File: src/rtl/swire_pkg.sv
package swire_pkg;

    typedef enum logic [2:0] {
        ST_IDLE,
        ST_WSLOT,
        ST_WDONE,
        ST_RSLOT,
        ST_SLOT_END,
        ST_RST_LOW,
        ST_PRES_WAIT,
        ST_PRES_DRIVE
    } slot_state_e;

    typedef struct packed {
        logic level;
        logic fall;
        logic rise;
    } line_ev_t;

    function automatic int unsigned us_ticks(input int unsigned us, input int unsigned tpu);
        return us * tpu;
    endfunction

    function automatic int unsigned max4(input int unsigned a, input int unsigned b,
                                         input int unsigned c, input int unsigned d);
        int unsigned m;
        m = a;
        if (b > m) m = b;
        if (c > m) m = c;
        if (d > m) m = d;
        return m;
    endfunction

endpackage

File: src/rtl/swire_sync_edge.sv
module swire_sync_edge
    import swire_pkg::*;
#(
    parameter int unsigned STAGES = 2
) (
    input  logic     clk,
    input  logic     rst,
    input  logic     line_in,
    output line_ev_t ev
);
    logic [STAGES-1:0] chain;
    logic              prev;

    always_ff @(posedge clk) begin
        if (rst) begin
            chain <= '1;
            prev  <= 1'b1;
        end else begin
            chain <= {chain[STAGES-2:0], line_in};
            prev  <= chain[STAGES-1];
        end
    end

    always_comb begin
        ev.level = chain[STAGES-1];
        ev.fall  = prev & ~chain[STAGES-1];
        ev.rise  = ~prev & chain[STAGES-1];
    end
endmodule

File: src/rtl/swire_low_timer.sv
module swire_low_timer #(
    parameter int unsigned RST_TICKS = 2000
) (
    input  logic clk,
    input  logic rst,
    input  logic level,
    output logic long_low
);
    localparam int unsigned W = $clog2(RST_TICKS + 1);

    logic [W-1:0] low_cnt;

    always_ff @(posedge clk) begin
        if (rst || level) begin
            low_cnt <= '0;
        end else if (low_cnt != W'(RST_TICKS)) begin
            low_cnt <= low_cnt + 1'b1;
        end
    end

    assign long_low = ~level && (low_cnt == W'(RST_TICKS - 1));
endmodule

File: src/rtl/swire_slot_fsm.sv
module swire_slot_fsm
    import swire_pkg::*;
#(
    parameter int unsigned TICKS_PER_US = 50,
    parameter int unsigned PDH_US       = 30,
    parameter int unsigned PDL_US       = 120,
    parameter int unsigned WSAMP_US     = 30,
    parameter int unsigned RHOLD_US     = 45
) (
    input  logic     clk,
    input  logic     rst,
    input  line_ev_t ev,
    input  logic     long_low,
    input  logic     rd_slot,
    input  logic     tx_bit,
    output logic     pd_en,
    output logic     rx_valid,
    output logic     rx_bit
);
    localparam int unsigned PDH_T = us_ticks(PDH_US, TICKS_PER_US);
    localparam int unsigned PDL_T = us_ticks(PDL_US, TICKS_PER_US);
    localparam int unsigned WS_T  = us_ticks(WSAMP_US, TICKS_PER_US);
    localparam int unsigned RH_T  = us_ticks(RHOLD_US, TICKS_PER_US);
    localparam int unsigned MAX_T = max4(PDH_T, PDL_T, WS_T, RH_T);
    localparam int unsigned CW    = $clog2(MAX_T + 1);

    slot_state_e   state;
    logic [CW-1:0] tcnt;
    logic          wbit;

    always_ff @(posedge clk) begin
        if (rst) begin
            state    <= ST_IDLE;
            tcnt     <= '0;
            pd_en    <= 1'b0;
            rx_valid <= 1'b0;
            rx_bit   <= 1'b0;
            wbit     <= 1'b0;
        end else begin
            rx_valid <= 1'b0;
            tcnt     <= tcnt + 1'b1;
            if (long_low) begin
                state <= ST_RST_LOW;
                pd_en <= 1'b0;
                tcnt  <= '0;
            end else begin
                case (state)
                    ST_IDLE: begin
                        tcnt <= '0;
                        if (ev.fall) begin
                            if (rd_slot) begin
                                state <= ST_RSLOT;
                                pd_en <= ~tx_bit;
                            end else begin
                                state <= ST_WSLOT;
                            end
                        end
                    end
                    ST_WSLOT: begin
                        if (tcnt == CW'(WS_T - 1)) begin
                            wbit  <= ev.level;
                            state <= ST_WDONE;
                        end
                    end
                    ST_WDONE: begin
                        tcnt <= '0;
                        if (ev.level) begin
                            rx_valid <= 1'b1;
                            rx_bit   <= wbit;
                            state    <= ST_IDLE;
                        end
                    end
                    ST_RSLOT: begin
                        if (tcnt == CW'(RH_T - 1)) begin
                            pd_en <= 1'b0;
                            state <= ST_SLOT_END;
                        end
                    end
                    ST_SLOT_END: begin
                        tcnt <= '0;
                        if (ev.level) state <= ST_IDLE;
                    end
                    ST_RST_LOW: begin
                        tcnt <= '0;
                        if (ev.rise) state <= ST_PRES_WAIT;
                    end
                    ST_PRES_WAIT: begin
                        if (tcnt == CW'(PDH_T - 1)) begin
                            pd_en <= 1'b1;
                            tcnt  <= '0;
                            state <= ST_PRES_DRIVE;
                        end
                    end
                    ST_PRES_DRIVE: begin
                        if (tcnt == CW'(PDL_T - 1)) begin
                            pd_en <= 1'b0;
                            state <= ST_SLOT_END;
                        end
                    end
                    default: state <= ST_IDLE;
                endcase
            end
        end
    end
endmodule

File: src/rtl/swire_slot_phy.sv
module swire_slot_phy
    import swire_pkg::*;
#(
    parameter int unsigned TICKS_PER_US = 50,
    parameter int unsigned SYNC_STAGES  = 2,
    parameter int unsigned RST_MIN_US   = 400,
    parameter int unsigned PDH_US       = 30,
    parameter int unsigned PDL_US       = 120,
    parameter int unsigned WSAMP_US     = 30,
    parameter int unsigned RHOLD_US     = 45
) (
    input  logic clk,
    input  logic rst,
    input  logic line_in,
    input  logic rd_slot,
    input  logic tx_bit,
    output logic line_pd_en,
    output logic rst_seen,
    output logic rx_valid,
    output logic rx_bit
);
    localparam int unsigned RST_T = us_ticks(RST_MIN_US, TICKS_PER_US);

    line_ev_t ev;
    logic     long_low;

    swire_sync_edge #(.STAGES(SYNC_STAGES)) u_sync (
        .clk     (clk),
        .rst     (rst),
        .line_in (line_in),
        .ev      (ev)
    );

    swire_low_timer #(.RST_TICKS(RST_T)) u_low (
        .clk      (clk),
        .rst      (rst),
        .level    (ev.level),
        .long_low (long_low)
    );

    swire_slot_fsm #(
        .TICKS_PER_US (TICKS_PER_US),
        .PDH_US       (PDH_US),
        .PDL_US       (PDL_US),
        .WSAMP_US     (WSAMP_US),
        .RHOLD_US     (RHOLD_US)
    ) u_fsm (
        .clk      (clk),
        .rst      (rst),
        .ev       (ev),
        .long_low (long_low),
        .rd_slot  (rd_slot),
        .tx_bit   (tx_bit),
        .pd_en    (line_pd_en),
        .rx_valid (rx_valid),
        .rx_bit   (rx_bit)
    );

    assign rst_seen = long_low;
endmodule

File: config.mk
export PLATFORM = sky130hd
export DESIGN_NAME = swire_slot_phy
export DESIGN_NICKNAME = d
export VERILOG_FILES = /design/src/rtl/swire_pkg.sv /design/src/rtl/swire_sync_edge.sv /design/src/rtl/swire_low_timer.sv /design/src/rtl/swire_slot_fsm.sv /design/src/rtl/swire_slot_phy.sv
export SDC_FILE = /design/constraint.sdc
export NUM_CORES = 1
export LEC_CHECK = 0
export BUFFER_PORTS_ARGS = -buffer_cell sky130_fd_sc_hd__buf_4
export CORE_MARGIN = 2
export CORE_UTILIZATION = 35
export DETAILED_ROUTE_END_ITERATION = 16
export GPL_ROUTABILITY_DRIVEN = 0
export SETUP_SLACK_MARGIN = 0.2
export SYNTH_ARGS = -nofsm -noshare
export SYNTH_HDL_FRONTEND = slang
export SYNTH_SLANG_ARGS = --single-unit
File: constraint.sdc
create_clock -name clk -period 3.63 [get_ports clk]
set_input_delay 0.363 -clock clk [delete_from_list [all_inputs] [get_ports clk]]
set_output_delay 0.363 -clock clk [all_outputs]
set_load 0.03 [all_outputs]
* After elaboration in Yosys (flattened, before gate mapping)
Index checks and enable logic that the tools add are counted.
** Operators by class
- Divide/modulo/power cells :: 0
- Multipliers :: 0
- Bitwise operators :: 7
- Shift operators :: 0
- Multiplexer cells :: 19
- Equality and inequality tests :: 27
- $lt $le $gt $ge :: 0
- Reduce and logical (&&, ||, !) cells :: 13
- Add/subtract/negate cells :: 2
** Operator list (count)
- 13-bit one-hot mux with 2 select lines :: 1
- 3-bit two-way mux :: 8
- 3-bit one-hot mux with 7 select lines :: 1
- 15-bit by 1-bit adder with 15-bit output (second input constant) :: 1
- 15-bit equality test (second input constant) :: 1
- 15-bit != test (second input constant) :: 1
- 7-bit AND reduction :: 2
- 13-bit by 1-bit adder with 13-bit output (second input constant) :: 1
- 13-bit by 11-bit equality test with 1-bit output (second input constant) :: 1
- 13-bit by 12-bit equality test with 1-bit output (second input constant) :: 1
- 13-bit equality test (second input constant) :: 1
- 13-bit two-way mux :: 1
- 3-bit equality test (second input constant) :: 4
- 3-bit by 2-bit != test with 1-bit output (second input constant) :: 4
- 2-bit by 1-bit != test with 1-bit output (second input constant) :: 5
- 3-bit by 2-bit equality test with 1-bit output (second input constant) :: 2
- 1-bit two-way mux :: 6
- 2-bit != test (second input constant) :: 3
- 3-bit != test (second input constant) :: 2
- 3-bit AND reduction :: 2
- 6-bit AND reduction :: 1
- 1-bit inverter :: 5
- 1-bit one-hot mux with 4 select lines :: 1
- 4-bit nonzero test :: 1
- 10 further kinds :: 12
** Word-level totals
- Output and inout port bits :: 4
- Bits in read-only memories :: 0
- Bits in writable memories :: 0
- Bits of input ports :: 5
- Bits in latches :: 0
- Bits in registers :: 38
- Memories :: 0

* Logic depth before layout (Yosys ltp)
- Depth in word-level cells :: 5
- Gate-level depth with buffers :: 8
- Gate-level depth less buffers :: 8

* By module
From an unflattened synthesis, not the netlist that was laid out.
** Second synthesis, totals
- Cell total of the unflattened synthesis :: 223
- Area, all modules :: 1939.4 um2
** By module, submodules not included
- swire_slot_fsm :: instances 1, seq. area each 400.4 um2, cells each 122, area an instance 1052.3 um2
- swire_low_timer :: instances 1, seq. area each 300.3 um2, cells each 92, area an instance 787.0 um2
- swire_sync_edge :: instances 1, seq. area each 60.1 um2, cells each 9, area an instance 100.1 um2

* Worst setup path after synthesis
Ideal clock, no wire load.
- Path kind :: register to output
- From :: reg u_low.low_cnt[6]
- To :: out rst_seen
- Required time :: 3.267 ns
- Buffers on the path :: 0
- Stages on the path, launching flop included :: 5
- Data arrival time :: 1.456 ns
- Path slack :: 1.811 ns
- Cell sequence :: dfxtp_1 nor4b_1 nand4_1 or4_1 inv_1
** Between the ends
- Word-level cells in the longest chain between the ends :: 2
** RTL lines
- from (decl) :: line swire_low_timer.sv:11 : logic [W-1:0] low_cnt;
- from (signal assigned) :: line swire_low_timer.sv:17 : low_cnt <= low_cnt + 1'b1;
- 15-bit equality test :: line swire_low_timer.sv:21 : assign long_low = ~level && (low_cnt == W'(RST_TICKS - 1));
- 1-bit logical AND :: line swire_low_timer.sv:21
- to (decl) :: line swire_slot_phy.sv:18 : output logic rst_seen,
Every way passes these cells.

* Final worst setup path
Same ends and word-level chain as after synthesis.

==> results.cfg <==
[status]
status = completed

[detailed_routing]
vias = 1500
routedWlPerCell_um = 11.8
drt_wl_total_um = 3530
remaining_drc_errors = 0
detail-route-antenna-nets = 0
drtIter0Drc = 121
viasPerCell = 5.02
drtPass1Iterations = 4

[clock_tree]
postCtsHoldBufs = 0
cts_root_buf = clkbuf_8
cts.sinks = 38
post-cts-setup-buffer-count = 0
clockBufferDepth = 2
post_cts_resized = 0
clk_latency_ns = 0.29
clk_pin_slew_ns = 0.08
cts_tree = built
htree_levels = 2
cts_made_buffers = 5

[critical_path]
worstPathRequired_ns = 3.27
r2r-end = u_fsm.tcnt[4]$_SDFF_PP0_
cp_cell_sequence = nor4b_1, nand4_1, or4_1, inv_1, buf_4
cp_slowest_stage_delay_ns = 0.55
cp-end-kind = primary output
r2r_setup_slack_ns = 1.55
worstRegToRegCells = 6
crit-reg2reg-launch = u_low.low_cnt[1]$_SDFFE_PP0P_
path_class = reg -> out
cpMaxStageDelayCell = or4_1
crit_fanout = 6
cp-start-kind = flip-flop
crit_arrival_ns = 1.91

[yosys]
synthTopCellsByArea = dfxtp_1, nor2_1, xor2_1
yosysTopAreaCellShare = 0.397
netlist_top_cells_count = nor2_1, dfxtp_1, nand3_1, xor2_1, nand2_1
post-synth-top-count-cell = nor2_1
synth_top_cell_by_area = dfxtp_1
netlist_instances = 222
synthFlopType = dfxtp_1
synth_edf_count = 0
ys_warn_count = 0
synth.cell_area_um2 = 1920
ys_ff_latch = 38
synthDistinctLibCells = 46
seq_area_frac_synth = 0.397
async_flop_share = 0
synth_fp_nets = 231
syn_avg_cell_area_um2 = 8.63

[sta]
fin_crit_sh = 0.625
setup_slack_ns = 1.36
relSlewSlack = 0.609
setup_violations = 0
skew_ns = 0.00462
drv_slew = 0
worst_pin_slew_ns = 0.581
finalHoldViolations = 0
fmax_mhz = 441
fin_crit_ns = 2.27
rsz0062_at_grt = no
tns_ns = 0

[worst_hold_path]
min_from = line_in
holdPathEnd = u_sync.chain[0]$_SDFF_PP1_
whs_path_depth = 2
min_path_type = in -> reg

[die]
die-area_um2 = 6080
coreArea_um2 = 5200
ios = 9
rows = 26
chipHeight_um = 78.0
initial_utilization = 0.368
die_w_um = 78.0

[grt]
overflow = 0
grt_usage = 0.134
grt_pass1_vias = 1474
antenna_found_initial = 0
grt_pass1_wl_um = 6490
grt_max_degree = 17

[power_and_ir_drop]
finalPower_mw = 1.01
leakagePower_nw = 0.724
peakVddDrop_v = 0.000215
cellPowerDensity_nw_per_um2 = 475

[layout]
diodes = 0
post-route-util = 0.409
final_nets = 237
drive_above_1_share = 0.127
areaGrowthSynthToFinish_pct = 11.1

[placed_design]
pre_cts_ws_ns = 1.51
port_buffers = 8
hpwl_um = 2520

[flow_run]
cap_violations = 0
[worst max path at each step]
stage	cells past startpoint	to	from
after floorplan	4	rst_seen	u_low.low_cnt[6]$_SDFFE_PP0P_
after global placement	6	u_fsm.tcnt[9]$_SDFF_PP0_	u_low.low_cnt[1]$_SDFFE_PP0P_
after detailed placement	6	u_fsm.tcnt[4]$_SDFF_PP0_	u_low.low_cnt[1]$_SDFFE_PP0P_
after CTS	5	rst_seen	u_low.low_cnt[6]$_SDFFE_PP0P_
after global routing	5	rst_seen	u_low.low_cnt[11]$_SDFFE_PP0P_
final	5	rst_seen	u_low.low_cnt[6]$_SDFFE_PP0P_
[layout by cell type, fill, tap and decap left out, types with 5 or more instances in the layout]
cell type	count
nand4_1	6
dfxtp_1	38
nand3_1	20
buf_4	8
xor2_1	15
inv_1	8
nor2_1	39
clkbuf_8	5
nand2_1	12
nor4_1	5
and3_1	6
xnor2_1	9
[sequential cells by signal, indices dropped and copies added, names as in the netlist]
| name | count |
|---|---|
| u_sync.chain | 2 |
| u_fsm.wbit | 1 |
| u_sync.prev | 1 |
| u_fsm.rx_valid | 1 |
| u_fsm.state | 3 |
| u_fsm.pd_en | 1 |
| u_fsm.tcnt | 13 |
| u_fsm.rx_bit | 1 |
| u_low.low_cnt | 15 |
[kinds of logic (layout without fill, tap and decap cells)]
family / count (synthesis) / in the layout / synth area share
fa+ha+maj: 4 / 4 / 0.0261
buf+inv: 17 / 24 / 0.0385
xor+xnor: 24 / 24 / 0.110
compound gates: 20 / 20 / 0.0875
simple gates: 116 / 116 / 0.325
flops: 38 / 38 / 0.397
mux: 3 / 3 / 0.0163
[critical path, delay by kind of cell (launching register included)]
family | cells | cell delay (ns)
AND/OR/NAND/NOR | 3 | 1.04
flip-flops | 1 | 0.35
buffers and inverters | 2 | 0.23
[layout make-up]
cell class,instances,area (um^2)
clock buffer,5,68.8
sequential,38,761
fill,530,3080
inverter,8,30.0
timing repair buffer,8,60.1
multi-input combinational,167,1080
clock inverter,3,40.0
tap,70,87.6
[report_power, final]
group / leakage, nW / switching, mW / internal [mW]
sequential: 0.307 / 0.0339 / 0.437
clock: 0.0579 / 0.148 / 0.202
combinational: 0.358 / 0.105 / 0.0852
total: 0.724 / 0.287 / 0.724
[per-stage QoR]
| step | hold slack, ns | instances | area, um^2 |
|---|---|---|---|
| final | 0.259 | 299 | 2130 |
| after CTS | 0.249 | 299 | 2130 |
| after global routing | 0.254 | 299 | 2130 |
| after global placement | 0.397 | 291 | 2020 |
| after floorplan | 0.389 | 222 | 1920 |
| after detailed placement | 0.406 | 291 | 2020 |
[routing by layer]
metal  global-route usage  wire (um)
met1                0.159       1710
met2                0.224       1650
met3               0.0349        111
met4               0.0632         52
met5                    0          0
No activity file was read; power rests on OpenSTA's default activity.
